--- src/rtl/sdh_pkg.sv ---
package sdh_pkg;
  localparam logic [2:0] RA_CLKDIV  = 3'd0;
  localparam logic [2:0] RA_ENABLE  = 3'd1;
  localparam logic [2:0] RA_PENDING = 3'd2;
  localparam logic [2:0] RA_START   = 3'd3;
  localparam logic [2:0] RA_CMD     = 3'd4;
  localparam logic [2:0] RA_DATA    = 3'd5;

  localparam logic [7:0] LONG_MARK = 8'h3F;

  typedef enum logic [2:0] {
    S_IDLE, S_CMD_REQ, S_CMD_RSP, S_DTX, S_DRX, S_ACK
  } fe_state_e;

  // receive-pending view of an enable word: only the receive channels report
  function automatic logic [31:0] pend_of_en(input logic [31:0] en);
    pend_of_en = 32'b0;
    pend_of_en[1] = en[1];
    pend_of_en[3] = en[3];
  endfunction
endpackage

--- src/rtl/sdh_frame_asm.sv ---
module sdh_frame_asm #(
  parameter int FRAME_BYTES = 6,
  parameter int PTR_W = $clog2(FRAME_BYTES),
  localparam int ARG_BYTES = FRAME_BYTES - 2
) (
  input  logic                   clk,
  input  logic                   rst_n,
  input  logic                   wr,
  input  logic [7:0]             wbyte,
  output logic                   fire,
  output logic                   swallow,
  output logic [PTR_W-1:0]       wptr,
  output logic [5:0]             idx,
  output logic [8*ARG_BYTES-1:0] arg,
  output logic [7:0]             crc
);
  localparam logic [PTR_W-1:0] LAST = PTR_W'(FRAME_BYTES - 1);

  logic [7:0] fb [FRAME_BYTES];
  logic       skip_q;

  assign swallow = wr && skip_q;
  assign fire    = wr && !skip_q && (wptr == LAST);

  always_ff @(posedge clk) begin
    if (!rst_n) begin
      wptr   <= '0;
      skip_q <= 1'b0;
      for (int i = 0; i < FRAME_BYTES; i++) fb[i] <= 8'h00;
    end else if (swallow) begin
      skip_q <= 1'b0;
    end else if (wr) begin
      fb[wptr] <= wbyte;
      wptr     <= fire ? '0 : wptr + 1'b1;
      if (fire && fb[0][5:0] == 6'd0) skip_q <= 1'b1;
    end
  end

  always_comb begin
    idx = fb[0][5:0];
    crc = fb[FRAME_BYTES-1];
    arg = '0;
    for (int k = 0; k < ARG_BYTES; k++) arg = {arg[8*ARG_BYTES-9:0], fb[1+k]};
  end
endmodule

--- src/rtl/sdh_rsp_buf.sv ---
module sdh_rsp_buf #(
  parameter int LONG_LEN  = 16,
  parameter int SHORT_LEN = 4,
  parameter int LEN_W = $clog2(LONG_LEN + 1),
  parameter int PTR_W = $clog2(LONG_LEN + 2)
) (
  input  logic                  clk,
  input  logic                  rst_n,
  input  logic                  load,
  input  logic [5:0]            cmd_idx,
  input  logic [LEN_W-1:0]      card_len,
  input  logic [LONG_LEN*8-1:0] card_data,
  input  logic                  rd,
  output logic [7:0]            rd_byte,
  output logic [PTR_W-1:0]      rd_ptr,
  output logic                  overread
);
  localparam int DEPTH = LONG_LEN + 1;

  logic [7:0]       rb [DEPTH];
  logic [7:0]       nb [DEPTH];
  logic [PTR_W-1:0] rlen, rlen_n, ptr_inc;
  logic             is_long, is_short;

  assign is_long  = (card_len == LEN_W'(LONG_LEN));
  assign is_short = (card_len == LEN_W'(SHORT_LEN));

  // formatted buffer: marker for long replies, dummy zero after short ones
  always_comb begin
    rlen_n = is_long ? PTR_W'(LONG_LEN + 1) : is_short ? PTR_W'(SHORT_LEN + 2) : '0;
    nb[0]  = is_long ? sdh_pkg::LONG_MARK : {2'b00, cmd_idx};
    for (int k = 1; k < DEPTH; k++) begin
      if (is_long || (is_short && k <= SHORT_LEN))
        nb[k] = card_data[(LONG_LEN-k)*8 +: 8];
      else
        nb[k] = 8'h00;
    end
  end

  assign ptr_inc = rd_ptr + 1'b1;
  assign rd_byte = (rd_ptr < PTR_W'(DEPTH)) ? rb[rd_ptr] : 8'h00;

  always_ff @(posedge clk) begin
    if (!rst_n) begin
      rd_ptr   <= '0;
      rlen     <= '0;
      overread <= 1'b0;
      for (int i = 0; i < DEPTH; i++) rb[i] <= 8'h00;
    end else if (load) begin
      rd_ptr <= '0;
      rlen   <= rlen_n;
      for (int i = 0; i < DEPTH; i++) rb[i] <= nb[i];
    end else if (rd) begin
      if (ptr_inc > rlen) begin
        rd_ptr   <= '0;
        overread <= 1'b1;
      end else begin
        rd_ptr <= ptr_inc;
      end
    end
  end
endmodule

--- src/rtl/sdh_word_xfer.sv ---
module sdh_word_xfer #(
  parameter int WORD_BYTES = 4,
  localparam int WW = 8 * WORD_BYTES,
  localparam int CW = $clog2(WORD_BYTES)
) (
  input  logic          clk,
  input  logic          rst_n,
  input  logic          tx_start,
  input  logic [WW-1:0] tx_word,
  input  logic          rx_start,
  output logic          dtx_valid,
  input  logic          dtx_ready,
  output logic [7:0]    dtx_byte,
  input  logic          drx_valid,
  output logic          drx_ready,
  input  logic [7:0]    drx_byte,
  output logic          done,
  output logic [WW-1:0] rx_word
);
  localparam logic [CW-1:0] LAST = CW'(WORD_BYTES - 1);

  logic [WW-1:0] sreg;
  logic [CW-1:0] cnt;
  logic          tx_act, rx_act, tx_step, rx_step;

  assign dtx_valid = tx_act;
  assign drx_ready = rx_act;
  assign dtx_byte  = sreg[WW-1 -: 8];
  assign tx_step   = tx_act && dtx_ready;
  assign rx_step   = rx_act && drx_valid;
  assign done      = (tx_step || rx_step) && (cnt == LAST);
  assign rx_word   = {sreg[WW-9:0], drx_byte};

  always_ff @(posedge clk) begin
    if (!rst_n) begin
      sreg <= '0; cnt <= '0; tx_act <= 1'b0; rx_act <= 1'b0;
    end else if (tx_start) begin
      sreg <= tx_word; cnt <= '0; tx_act <= 1'b1;
    end else if (rx_start) begin
      sreg <= '0; cnt <= '0; rx_act <= 1'b1;
    end else if (tx_step) begin
      sreg <= {sreg[WW-9:0], 8'h00};
      cnt  <= cnt + 1'b1;
      if (cnt == LAST) tx_act <= 1'b0;
    end else if (rx_step) begin
      sreg <= rx_word;
      cnt  <= cnt + 1'b1;
      if (cnt == LAST) rx_act <= 1'b0;
    end
  end
endmodule

--- src/rtl/sdh_regfront.sv ---
module sdh_regfront #(
  parameter int FRAME_BYTES = 6,
  parameter int LONG_LEN    = 16,
  parameter int SHORT_LEN   = 4,
  parameter int WORD_BYTES  = 4,
  localparam int LEN_W  = $clog2(LONG_LEN + 1),
  localparam int PTR_W  = $clog2(LONG_LEN + 2),
  localparam int FPTR_W = $clog2(FRAME_BYTES)
) (
  input  logic                  clk,
  input  logic                  rst_n,
  input  logic                  bus_req,
  input  logic                  bus_we,
  input  logic [2:0]            bus_widx,
  input  logic [31:0]           bus_wdata,
  output logic [31:0]           bus_rdata,
  output logic                  bus_ack,
  input  logic                  card_present,
  output logic                  cmd_valid,
  input  logic                  cmd_ready,
  output logic [5:0]            cmd_index,
  output logic [31:0]           cmd_arg,
  output logic [7:0]            cmd_crc,
  input  logic                  rsp_valid,
  output logic                  rsp_ready,
  input  logic [LEN_W-1:0]      rsp_len,
  input  logic [LONG_LEN*8-1:0] rsp_data,
  output logic                  dtx_valid,
  input  logic                  dtx_ready,
  output logic [7:0]            dtx_byte,
  input  logic                  drx_valid,
  output logic                  drx_ready,
  input  logic [7:0]            drx_byte,
  output logic                  rsp_overread
);
  import sdh_pkg::*;

  fe_state_e   state;
  logic [31:0] clkdiv_q, enable_q, pending_q, start_q, rdata_q;

  // named internal events
  logic              idle_req, frame_wr, frame_fire, frame_swallow;
  logic [FPTR_W-1:0] frame_wptr;
  logic              rsp_rd, rsp_load;
  logic [7:0]        rsp_byte;
  logic [PTR_W-1:0]  rsp_rd_ptr;
  logic              tx_start, rx_start, xfer_done;
  logic [31:0]       rx_word;

  assign idle_req  = (state == S_IDLE) && bus_req;
  assign frame_wr  = idle_req && bus_we  && bus_widx == RA_CMD  && card_present;
  assign rsp_rd    = idle_req && !bus_we && bus_widx == RA_CMD  && card_present;
  assign tx_start  = idle_req && bus_we  && bus_widx == RA_DATA && card_present;
  assign rx_start  = idle_req && !bus_we && bus_widx == RA_DATA && card_present;
  assign cmd_valid = (state == S_CMD_REQ);
  assign rsp_ready = (state == S_CMD_RSP);
  assign rsp_load  = rsp_ready && rsp_valid;
  assign bus_ack   = (state == S_ACK);
  assign bus_rdata = rdata_q;

  sdh_frame_asm #(.FRAME_BYTES(FRAME_BYTES)) u_frame (
    .clk(clk), .rst_n(rst_n), .wr(frame_wr), .wbyte(bus_wdata[7:0]),
    .fire(frame_fire), .swallow(frame_swallow), .wptr(frame_wptr),
    .idx(cmd_index), .arg(cmd_arg), .crc(cmd_crc)
  );

  sdh_rsp_buf #(.LONG_LEN(LONG_LEN), .SHORT_LEN(SHORT_LEN)) u_rsp (
    .clk(clk), .rst_n(rst_n), .load(rsp_load), .cmd_idx(cmd_index),
    .card_len(rsp_len), .card_data(rsp_data), .rd(rsp_rd),
    .rd_byte(rsp_byte), .rd_ptr(rsp_rd_ptr), .overread(rsp_overread)
  );

  sdh_word_xfer #(.WORD_BYTES(WORD_BYTES)) u_xfer (
    .clk(clk), .rst_n(rst_n), .tx_start(tx_start), .tx_word(bus_wdata),
    .rx_start(rx_start), .dtx_valid(dtx_valid), .dtx_ready(dtx_ready),
    .dtx_byte(dtx_byte), .drx_valid(drx_valid), .drx_ready(drx_ready),
    .drx_byte(drx_byte), .done(xfer_done), .rx_word(rx_word)
  );

  always_ff @(posedge clk) begin
    if (!rst_n) begin
      state     <= S_IDLE;
      clkdiv_q  <= '0;
      enable_q  <= '0;
      pending_q <= '0;
      start_q   <= '0;
      rdata_q   <= '0;
    end else begin
      unique case (state)
        S_IDLE: if (bus_req) begin
          state   <= S_ACK;
          rdata_q <= '0;
          case (bus_widx)
            RA_CLKDIV: if (bus_we) clkdiv_q <= bus_wdata; else rdata_q <= clkdiv_q;
            RA_ENABLE:
              if (bus_we) begin
                enable_q  <= bus_wdata;
                pending_q <= pend_of_en(bus_wdata);
              end else rdata_q <= enable_q;
            RA_PENDING:
              if (bus_we) pending_q <= pend_of_en(enable_q);
              else rdata_q <= pending_q;
            RA_START: if (bus_we) start_q <= bus_wdata; else rdata_q <= start_q;
            RA_CMD:
              if (!card_present) rdata_q <= bus_we ? 32'h0 : 32'h0000_00FF;
              else if (frame_fire) state <= S_CMD_REQ;
              else if (!bus_we) rdata_q <= {24'h0, rsp_byte};
            RA_DATA:
              if (!card_present) rdata_q <= bus_we ? 32'h0 : 32'hFFFF_FFFF;
              else state <= bus_we ? S_DTX : S_DRX;
            default: ;
          endcase
        end
        S_CMD_REQ: if (cmd_ready) state <= S_CMD_RSP;
        S_CMD_RSP: if (rsp_valid) state <= S_ACK;
        S_DTX:     if (xfer_done) state <= S_ACK;
        S_DRX:     if (xfer_done) begin state <= S_ACK; rdata_q <= rx_word; end
        S_ACK:     state <= S_IDLE;
        default:   state <= S_IDLE;
      endcase
    end
  end
endmodule

--- config.mk ---
export PLATFORM = sky130hd
export DESIGN_NAME = sdh_regfront
export DESIGN_NICKNAME = d
export VERILOG_FILES = /design/src/rtl/sdh_pkg.sv /design/src/rtl/sdh_frame_asm.sv /design/src/rtl/sdh_rsp_buf.sv /design/src/rtl/sdh_word_xfer.sv /design/src/rtl/sdh_regfront.sv
export SDC_FILE = /design/constraint.sdc
export NUM_CORES = 1
export LEC_CHECK = 0
export ABC_AREA = 1
export BUFFER_PORTS_ARGS = -buffer_cell sky130_fd_sc_hd__buf_2
export CORE_ASPECT_RATIO = 1.2
export CORE_MARGIN = 2
export CORE_UTILIZATION = 60
export CTS_BUF_LIST = sky130_fd_sc_hd__clkbuf_16
export DETAILED_ROUTE_END_ITERATION = 8
export HOLD_SLACK_MARGIN = 0.03
export PLACE_DENSITY = 0.84
export SLEW_MARGIN = 10
export SYNTH_ARGS = -nofsm -noshare
export SYNTH_HDL_FRONTEND = slang
export SYNTH_SLANG_ARGS = --single-unit
--- constraint.sdc ---
create_clock -name clk -period 7.11 [get_ports clk]
set_input_delay 1.0665 -clock clk [delete_from_list [all_inputs] [get_ports clk]]
set_output_delay 1.0665 -clock clk [all_outputs]
set_load 0.05 [all_outputs]
After elaboration in Yosys (flattened, before gate mapping). Memory sizes are Yosys's and may differ from the RTL's. A register that Yosys moved wholly into a read port is not among the register bits. Index checks and enable logic that the tools add are counted.

Memories: 2. Input port bits: 185. Memory bits (writable): 184. Flip-flop bits (word level): 214. Logic and storage cells: 208.

Multiplexer cells: 92. Bitwise operators: 21. Reduce and logical (&&, ||, !) cells: 50. $lt $le $gt $ge: 2. Add/subtract/negate cells: 3. Equality and inequality tests: 23.

Memory list: u_rsp.rb (depth 17, bits a word 8, rd ports 1, clocked after memory_dff 1, wr ports 17, line sdh_rsp_buf.sv:20) `logic [7:0] rb [DEPTH];`; u_frame.fb (depth 6, bits a word 8, rd ports 6, clocked after memory_dff 0, wr ports 6, line sdh_frame_asm.sv:19) `logic [7:0] fb [FRAME_BYTES];`.

Operators with widths (count): 2-to-1 mux 32 bit (14); 2-to-1 mux 8 bit (39); case mux 32 bit (6 select lines) (1); case mux 32 bit (2 select lines) (2); 2-to-1 mux 3 bit (11); 2-to-1 mux 5 bit (4); AND reduction 4 bit (5); logical AND 1 bit (19); OR 1 bit (17); 2-to-1 mux 1 bit (16); == test 3 bit, second input constant (5); nonzero test 2 bit (7); == test 3 x 2 -> 1 bit, second input constant (4); != test 2 bit, second input constant (6); case mux 3 bit (4 select lines) (1); AND reduction 3 bit (3); OR reduction 8 bit (1); == test 3 x 1 -> 1 bit, second input constant (2); zero test 3 bit (2); zero test 6 bit (1); 2-to-1 mux 6 bit (1); != test 2 x 1 -> 1 bit, second input constant (3); case mux 3 bit (2 select lines) (1); OR reduction 2 bit (3); 16 further kinds (23).

Logic depth before layout (Yosys ltp).
Depth in word-level cells: 12. Gate-level depth with buffers: 16. Depth with buffers taken out: 16.

By module. Synthesis repeated with hierarchy kept, for this count alone.

Cell total of the unflattened synthesis: 2109. Area, all modules: 16988.8 µm².

Modules (own cells, without submodules): sdh_rsp_buf (area each 7151.9 µm², cells each 789, sequential area each 4284.1 µm², times used 1); sdh_regfront (area each 6085.8 µm², cells each 887, sequential area each 2662.6 µm², times used 1); sdh_frame_asm (area each 1978.1 µm², cells each 158, sequential area each 1461.4 µm², times used 1); sdh_word_xfer (area each 1773.0 µm², cells each 275, sequential area each 720.7 µm², times used 1).

Worst setup path after synthesis. OpenSTA, ideal clock, no wires.

Kind: in2reg. Start point: input port rst_n. End point: register (tool-made name). Slack: 1993 ps. Path buffers: 0. Setup time: 175 ps. Data arrival time: 4942 ps. Cell stages on the path: 4. Cell sequence: inv_1 nor2_1 clkinv_1 a211oi_1.

RTL lines: from (decl) (line sdh_regfront.sv:11) `input logic rst_n,`.

Final worst setup path.
Start point: input port bus_widx[2]. End point: register start_q[21].

Word-level cells in the longest chain between the ends: 2.

Ends and longest elaborated chain: from (decl) (line sdh_regfront.sv:14) `input logic [2:0] bus_widx,`; == test 3 x 2 -> 1 bit (line sdh_regfront.sv:93) `case (bus_widx)`; AND reduction 4 bit (no source line); to (signal assigned) (line sdh_regfront.sv:103) `RA_START: if (bus_we) start_q <= bus_wdata; else rdata_q <= start_q;`; to (decl) (line sdh_regfront.sv:39) `logic [31:0] clkdiv_q, enable_q, pending_q, start_q, rdata_q;`.

Every way passes these cells. A chain may end at the register's enable or synchronous reset.

==> results.tsv <==
metric	value	unit
finalHoldViolations	0	
ys_ff_latch	366	
slowest_delay	1.17	ns
worst_hold_path.endpoint	clkdiv_q[15]	
post_cts_buffers	0	
path_clk_slew	0.07	ns
fin_util	0.705	
start_util	0.607	
antenna_found_initial	2	
vdd_ir_drop_max	0.246	mV
cts_made_buffers	36	
gp_congestion	0.901	
drv_cap	0	
port_buffers	276	
synth_nets	2172	
post-synth-top-area-fraction	0.330	
drv_slew	0	
switchingPower	0.00156	W
io_pins	277	
async_flop_share	0	
worstMarginPinSlew	1.32	ns
power_frac_comb	0.171	
gr-total-overflow	0	
crit_type	in -> reg	
vias_per_cell	5.83	
syn-cell-area	16400	sq um
setup_viol	0	
worstPathRequired	7.50	ns
drt-wirelength-per-cell	18.3	microns
area_delta_synth_final	16.2	%
finClkSkew	0.0156	ns
ant_nets	0	
outcome	completed	
cts-root-buf	clkbuf_16	
htreeDepth	2	
vias	14900	
synth_flop_cell	dfxtp_1	
layout.nets	2382	
switching_share	0.294	
grt_use_total	0.317	
critPathBufInv	4	
core	27000	sq um
cp.depth	8	
drt_iter0_drc	1847	
min_period_over_period	0.519	
cp-start-kind	primary input	
firstDrtPassIters	6	
dieArea	28600	sq um
final_cells	2557	
p_leak	8.64	nW
clock_latency	0.51	ns
crit_fanout	45	
ff2ff_path_depth	16	
fmax	271	MHz
synth_top_cell_by_area	edfxtp_1	
synth_seq_area_share	0.557	
avgSynthCellArea	8.28	sq um
ctsResizeCount	0	
fin_crit	3.69	ns
hold_path_startpoint	clkdiv_q[15]	
critPathTopFamily	simple AND/OR/NAND/NOR gates	
drcViolationCount	0	
finalSetupTns	0	ns
p_clk_frac	0.360	
synth_edf_count	180	
seqPwrFrac	0.469	
cts_buffer_depth	3	
slew_headroom	0.119	
crit_arrival	4.08	ns
grt_max_degree	105	
rsz0062_at_grt	false	
ctsHoldBuffers	0	
holdPathStages	2	
reg2reg_to	bus_rdata[7]	
layout-drive-gt1-share	0.165	
clock-sinks	366	
wirelength	46900	microns
num_rows	66	
dieWidth	155	microns
cellPowerDensity	278	nW/um^2
grt_pass1_wl	71800	microns
crit_chain	buf_2 > inv_1 > nand3_1 > nor2_1 > clkinv_1 > buf_4 > o21ai_0 > a21oi_1	
crit_path_top_delay_cell	nor2_1	
grt_pass1_vias	13900	
dp_cells	2491	
die_h	185	microns
power.internal	0.00374	W
ff2ff_setup_slack	3.90	ns
fill_cells	2050	
synth.distinct_cells	44	
yosysWarnings	0	
netlist_top_cells_area	edfxtp_1 (33%), dfxtp_1 (23%), nor2_1 (7.9%)	
synthCells	1979	
dpl.hpwl	31000	microns
cts_tree	yes	
end_kind	register	
hold_class	reg -> reg	
-- power groups by stage --
stage | Sequential (W) | Combinational [W] | Clock [W]
finish | 0.00248 | 0.000905 | 0.00191
global route | 0.00250 | 0.000971 | 0.00200
CTS | 0.00248 | 0.000898 | 0.00192
detailed placement | 0.00252 | 0.000891 | 0
global placement | 0.00252 | 0.000876 | 0
floorplan | 0.00275 | 0.000382 | 0
-- through the flow --
stage / worst slack, ns / instance area, sq um / hold slack [ns] / power [W]
3_3_place_gp: 3.22 / 17900 / 0.440 / 0.00339
5_1_grt: 3.20 / 19000 / 0.473 / 0.00547
6_report: 3.42 / 19000 / 0.455 / 0.00530
3_5_place_dp: 3.02 / 17900 / 0.445 / 0.00341
2_1_floorplan: 1.99 / 16400 / 0.430 / 0.00313
4_1_cts: 3.51 / 19000 / 0.454 / 0.00530
-- worst reg2reg max path, delay by kind of cell (launching register included) --
| kind | cells | cell delay (ns) |
|---|---|---|
| compound gates | 2 | 0.28 |
| simple gates | 11 | 1.06 |
| flops | 1 | 0.31 |
| buf+inv | 3 | 1.50 |
-- layout by cell type, fill, tap and decap left out, drive strengths merged --
cell type / Yosys / final
o211ai: 8 / 8
a211oi: 3 / 3
nand4: 4 / 4
a221oi: 17 / 17
o32ai: 1 / 1
a21oi: 176 / 176
o31ai: 1 / 1
a22oi: 28 / 28
a31oi: 4 / 4
diode: 0 / 2
and2: 1 / 1
nor2: 355 / 355
nor3b: 1 / 1
nor3: 6 / 6
clkbuf: 88 / 37
a21boi: 1 / 1
a32oi: 8 / 8
xor2: 3 / 3
nand2: 255 / 255
xnor2: 1 / 1
dfxtp: 186 / 186
inv: 287 / 297
nand3: 97 / 97
o21a: 1 / 1
clkinv: 2 / 14
o22ai: 6 / 6
nor4: 2 / 2
o21bai: 1 / 1
or2: 1 / 1
edfxtp: 180 / 180
bufinv: 0 / 5
buf: 27 / 287
o21ai: 219 / 219
a311oi: 1 / 1
ha: 8 / 8
-- metal layers --
layer  vias to the layer above  global-route usage  wire length (microns)
li1                       6899                   -                      -
met1                      6926               0.406                  17400
met2                       912               0.531                  22500
met3                       167              0.0468                   4590
met4                         0               0.153                   2380
met5                         -                   0                      0
-- logic make-up (layout without fill, tap and decap cells) --
kind of cell,count (synthesis),in the layout,synth area share
compound gates,475,475,0.159
xor+xnor,4,4,0.00214
fa+ha+maj,8,8,0.00611
buf+inv,404,640,0.0939
flops,366,366,0.557
other cells,0,2,0
simple gates,722,722,0.182
-- flip-flops by register name (all words and copies together), names as in the netlist, 2 cells and up, named ones only --
register / count
bus_rdata: 32
clkdiv_q: 32
enable_q: 32
u_xfer.cnt: 2
u_rsp.rb: 134
pending_q: 2
start_q: 32
u_frame.wptr: 3
u_rsp.rlen: 2
u_frame.fb: 46
u_xfer.sreg: 32
u_rsp.rd_ptr: 5
state: 3
-- how the worst max path moves through the flow --
stage | startpoint | to | slack, ns
3_5_place_dp | bus_widx[2] | start_q[15] | 3.02
3_3_place_gp | bus_widx[2] | start_q[12] | 3.22
6_report | bus_widx[2] | start_q[21] | 3.42
5_1_grt | bus_widx[2] | start_q[9] | 3.20
2_1_floorplan | rst_n | register | 1.99
4_1_cts | bus_widx[2] | start_q[21] | 3.51
-- synth_stat cells (2+ instances only) --
cell / count
edfxtp_1: 180
nand4_1: 4
nand2_1: 252
dfxtp_1: 186
o21ai_0: 217
buf_2: 12
a32oi_1: 8
nor4_1: 2
nand2_2: 2
clkinv_1: 2
nor3_1: 5
nor2_4: 3
inv_1: 278
buf_1: 14
a31oi_1: 4
o211ai_1: 8
a211oi_1: 3
clkbuf_1: 88
ha_1: 8
nand3_4: 4
nand3_1: 93
nor2_2: 5
a21oi_1: 176
a221oi_1: 17
xor2_1: 3
a22oi_1: 28
o21ai_1: 2
o22ai_1: 6
nor2_1: 346
inv_2: 9
-- area by class of cell --
cell class / instances / area [sq um] / share of cell area
Timing Repair Buffer: 287 / 1470 / 0.0771
Multi-Input combinational cell: 1209 / 5750 / 0.302
Inverter: 289 / 1090 / 0.0571
Tap cell: 340 / 425 / 0.0224
Clock inverter: 27 / 241 / 0.0127
Clock buffer: 37 / 926 / 0.0487
Sequential cell: 366 / 9130 / 0.480
Antenna cell: 2 / 5.00 / 0.000263
No activity file was read; power rests on OpenSTA's default activity.
